===== src/rtl/tmo_pkg.sv =====
package tmo_pkg;
  // Inter-cell carry: binary value 0..3 on two wires
  localparam int CARRY_W   = 2;
  localparam int CARRY_MAX = 3;
  typedef logic [CARRY_W-1:0] carry_t;
endpackage


===== src/rtl/tmo_sign_ext.sv =====
module tmo_sign_ext #(
  parameter int IN_W  = 8,
  parameter int OUT_W = 10
) (
  input  logic [IN_W-1:0]  narrowIn,
  output logic [OUT_W-1:0] wideOut
);
  localparam int EXT_W = OUT_W - IN_W;

  assign wideOut[IN_W-1:0] = narrowIn;

  generate
    for (genvar k = 0; k < EXT_W; k++) begin : g_ext
      assign wideOut[IN_W+k] = narrowIn[IN_W-1];
    end
  endgenerate
endmodule


===== src/rtl/tmo_cell.sv =====
module tmo_cell
  import tmo_pkg::*;
(
  input  logic   xBit,
  input  carry_t cIn,
  output logic   yBit,
  output carry_t cOut
);
  // Local sum = 3*xBit + 1 + cIn, range 1..7
  logic [2:0] sumVal;

  assign sumVal = {1'b0, xBit, xBit} + 3'd1 + {1'b0, cIn};
  assign yBit   = sumVal[0];
  assign cOut   = sumVal[2:1];
endmodule


===== src/rtl/tmo_chain.sv =====
module tmo_chain
  import tmo_pkg::*;
#(
  parameter int WIDTH = 10
) (
  input  logic [WIDTH-1:0]           xExt,
  output logic [WIDTH-1:0]           yVec,
  output logic [CARRY_W*(WIDTH+1)-1:0] carryFlat
);
  carry_t carryLink [0:WIDTH];

  assign carryLink[0] = '0;

  generate
    for (genvar i = 0; i < WIDTH; i++) begin : g_cell
      tmo_cell u_cell (
        .xBit (xExt[i]),
        .cIn  (carryLink[i]),
        .yBit (yVec[i]),
        .cOut (carryLink[i+1])
      );
    end
    for (genvar j = 0; j <= WIDTH; j++) begin : g_flat
      assign carryFlat[CARRY_W*j +: CARRY_W] = carryLink[j];
    end
  endgenerate
endmodule


===== src/rtl/triple_minus_one.sv =====
module triple_minus_one
  import tmo_pkg::*;
#(
  parameter int DATA_W = 8
) (
  input  logic [DATA_W-1:0] xIn,
  output logic [DATA_W+1:0] yOut
);
  localparam int RES_W = DATA_W + 2;

  logic [RES_W-1:0]               xWide;
  logic [CARRY_W*(RES_W+1)-1:0]   carryFlat;

  tmo_sign_ext #(.IN_W(DATA_W), .OUT_W(RES_W)) u_ext (
    .narrowIn (xIn),
    .wideOut  (xWide)
  );

  tmo_chain #(.WIDTH(RES_W)) u_chain (
    .xExt      (xWide),
    .yVec      (yOut),
    .carryFlat (carryFlat)
  );
endmodule


===== config.mk =====
export PLATFORM = sky130hd
export DESIGN_NAME = triple_minus_one
export DESIGN_NICKNAME = d
export VERILOG_FILES = /design/src/rtl/tmo_pkg.sv /design/src/rtl/tmo_sign_ext.sv /design/src/rtl/tmo_cell.sv /design/src/rtl/tmo_chain.sv /design/src/rtl/triple_minus_one.sv
export SDC_FILE = /design/constraint.sdc
export NUM_CORES = 1
export LEC_CHECK = 0
export BUFFER_PORTS_ARGS = -buffer_cell sky130_fd_sc_hd__buf_4
export CAP_MARGIN = 30
export CORE_AREA = 2 2 39 41
export DETAILED_ROUTE_END_ITERATION = 12
export DIE_AREA = 0 0 41 43
export RECOVER_POWER = 100
export SLEW_MARGIN = 20
export SYNTH_ARGS = -nofsm -noshare
export SYNTH_HDL_FRONTEND = slang
export SYNTH_SLANG_ARGS = --single-unit

===== constraint.sdc =====
create_clock -name vclk -period 5.8
set_clock_uncertainty 0.15 [all_clocks]
set_input_delay 0.87 -clock vclk [all_inputs]
set_output_delay 0.87 -clock vclk [all_outputs]
set_load 0.05 [all_outputs]

# == Word level (Yosys, flattened, before mapping) ==
# Cells that the tools add are included.
# totals
wordCells,17
ff_bits,0
# classes
add_sub_neg,17
# ops
cell,n
adder 2 x 1 -> 3 bit (second input constant),8
adder 3 x 2 -> 3 bit,7
adder 2 bit,1
adder 1 bit,1

# == Longest topological paths before layout ==
# logic_depth
ltp_word,10
mapped_depth,19
depth_no_buf,18

# == Hierarchy ==
# From an unflattened synthesis, not the netlist that was laid out.
# unflattened
hier_cells,93
area_unflattened_um2,644.4
# by_module_without_submodules
mod,cells_each,seq_area_each_um2,area_per_inst_um2,n_inst
tmo_cell,8,0.0,55.1,10
tmo_sign_ext,10,0.0,75.1,1
tmo_chain,3,0.0,18.8,1

# == Least setup slack after synthesis ==
# No wires, ideal clock.
# synth_timing
path_kind,input to output
start,in xIn[0]
end,out yOut[8]
path_stages,19
setup_slack_ns,-0.591
t_arrival_ns,5.371
n_path_buf,1
cell_sequence,inv_1 ha_1 xor2_1 ha_1 fa_1 ha_1 fa_1 ha_1 fa_1 ha_1 fa_1 ha_1 fa_1 inv_1 ha_1 inv_1 fa_1 inv_1 buf_4
# synth_via
elab_chain_len,9
# synth_lines
item,line_no,text
start: declaration,triple_minus_one.sv:6,"input logic [DATA_W-1:0] xIn,"
adder 2 x 1 -> 3 bit,tmo_cell.sv:12,"assign sumVal = {1'b0, xBit, xBit} + 3'd1 + {1'b0, cIn};"
adder 3 x 2 -> 3 bit (7 in series),tmo_cell.sv:12,
adder 2 bit,tmo_cell.sv:12,
end: declaration,triple_minus_one.sv:7,output logic [DATA_W+1:0] yOut
# Every way passes these cells.

# == Worst setup path in the final report ==
# Ends and elaborated chain as after synthesis.

==> summary.txt <==
Status
  – Outcome: finished, violations left
  – Failing checks: setup timing

Worst setup path
  – CP Max Fanout: 2
  – CP peak stage delay: around 0.52 ns
  – Crit-path cells: buf_12 > inv_12 > ha_4 > xor2_2 > ha_2 > fa_1 > ha_2 > fa_1 > ha_2 > fa_1 > ha_2 > fa_1 > ha_2 > fa_1 > inv_2 > ha_4 > inv_2 > fa_2 > inv_2 > buf_6
  – Critical Path AT: approximately 5.5 ns
  – Setup CP Type: in2out
  – Slowest CP cell: fa_2
  – Worst EP required: 4.78 ns
  – Critical Path Sink Type: primary output
  – Worst Setup Start Kind: input port
  – Top delay family on crit path: adder cells
  – Critical path buffer and inverter count: 6

Floorplanning
  – Die width: 41 µm
  – Initial core utilization: between 20% and 30%
  – Die area: 1760 µm²
  – # IOs: 18
  – Core region area: ~1400 µm²
  – Die height: ~43 µm
  – Std-Cell Rows: 14

Layout
  – Final Core Density: about two fifths
  – Area growth syn-to-layout: 46.9%
  – Sequential cell count: 0
  – Share of post-route cells with drive strength above 1: between 50% and 60%
  – Seq. cell area: 0 µm²
  – # diodes: 0
  – Nets: 77
  – Layout fillers: approximately 160
  – Number of clock buffers in the layout: 0
  – Multi-input gate area: 280 µm²

Yosys
  – Commonest cells post-synth: inv_1 (16), buf_4 (10), ha_1 (8)
  – Count leader, synth: inv_1
  – Synth top area share: between 30% and 40%
  – Sequential element share of the synthesized area: 0%
  – Cell count after synthesis: 42
  – Mapped Avg Cell Area: 8.76 µm²
  – Synth area leaders: fa_1 (33%), ha_1 (27%), buf_4 (20%), inv_1 (16%), xor2_1 (2.4%)
  – Mapped Area: 368 µm²
  – YS warnings: 0
  – Syn nets: 64
  – Area leader, netlist: fa_1
  – Count of cell types in the netlist: 6

STA
  – Fmax: roughly 150 MHz
  – Hold WS: just over 2 ns
  – Final worst path period share: 112%
  – Final WS setup: -0.677 ns
  – Hold Vio Cnt, Final: 0
  – Max-slew violation count: 0
  – Slew margin rel.: roughly three fifths
  – RSZ-0062 raised after global routing: true
  – Setup TNS: -1.40 ns
  – Least-Margin Pin Slew: 0.603 ns
  – Fin crit period: around 6.5 ns
  – Endpoints failing setup: 3

Global routing
  – Vias in the first global route: ~260
  – First-pass GRT wire length: 986 µm
  – M1 GR Usage: under 10%
  – Total gr overflow: 0
  – Largest net degree at the start of global routing: 4
  – Initial antenna violation count: 0
  – Busiest grt layer: met2
  – M2 GR Usage: 15.0%
  – M3 GR Usage: 0%
  – GRT Resource Usage Total: under 10%

Worst hold path
  – Hold Path Class: in2out
  – Hold depth: 3
  – Hold EP: yOut[9]
  – Worst Min Path Start: xIn[7]

Power
  – Clock share of power: 0%
  – Net Sw Power: between 0.0001 and 0.00015 W
  – Leak: 0.283 nW
  – Sw Share: 65.7%
  – Peak supply drop: approximately 0.00019 V
  – Int Power: roughly 0.000068 W
  – Share of power burned in registers: 0%
  – Pwr per Cell Area: 366 nW/µm²
  – Combinational share of power: 100.0%

Place
  – PortBufs: 18
  – RePlAce Congestion: approximately 0.65
  – Post-DP HPWL: around 500 µm
  – Post-Place Worst Slack: -0.739 ns

Drt
  – Via density per instance: around 3.7
  – Residual DRC: 0
  – Final wirelength: around 570 µm
  – DRC violation total after the first TritonRoute iteration: 0
  – Antenna viol nets, final: 0
  – WL per Instance: just over 8 µm
  – DR vias: about 260
  – Drt pass-1 iters: 1

Run
  – Number of max-cap violations: 0
cells in the final DEF (no fill, tap or decap), drive strengths merged:
master  count
buf        14
clkbuf      7
fa          6
ha          8
inv        16
nor2        1
xor2        1
cells by family (layout without fill, tap and decap cells):
logic type    Yosys count  count (layout)  share of synthesized area, %
simple gates            1               1                          1.02
fa+ha+maj              14              14                          59.9
buf+inv                26              37                          36.7
xor+xnor                1               1                          2.38
metrics by stage:
step / total power (W) / cells / instance area (µm²)
floorplan: 0.000185 / 42 / 435
global placement: 0.000186 / 68 / 515
detailed placement: 0.000191 / 68 / 515
CTS: 0.000211 / 68 / 551
global route: 0.000214 / 69 / 541
finish: 0.000198 / 69 / 541
worst max path at each step:
stage               startpoint      end  slack, ns  cells past startpoint
floorplan               xIn[0]  yOut[8]      -0.42                     19
global placement        xIn[0]  yOut[8]      -0.68                     20
detailed placement      xIn[0]  yOut[8]      -0.74                     20
CTS                     xIn[0]  yOut[8]      -0.68                     20
global route            xIn[0]  yOut[8]      -0.81                     20
finish                  xIn[0]  yOut[8]      -0.68                     20
layout make-up:
class / count / share of cell area (%)
Inverter: 16 / 13.4
Timing Repair Buffer: 21 / 31.0
Multi-Input combinational cell: 16 / 51.9
Tap cell: 16 / 3.70
timing repair:
| item | 4_1_cts | 5_1_grt |
|---|---|---|
| setup buffers | 0 | 1 |
| setup endpoints to repair | 3 | 3 |
| hold buffers | 0 | 0 |
| gates resized for setup | 10 | 1 |
| pin swaps | 1 | 1 |
power groups by stage:
stage	combinational (W)	clock (W)	sequential, W
6_report	0.000198	0	0
4_1_cts	0.000211	0	0
5_1_grt	0.000214	0	0
3_5_place_dp	0.000191	0	0
2_1_floorplan	0.000185	0	0
3_3_place_gp	0.000186	0	0
layer usage:
layer,vias up,share of wire (%)
met5,-,0
met4,0,0
met3,0,7.3
met2,7,59
met1,120,33
li1,128,-
Power figures use the tool's default switching activity.
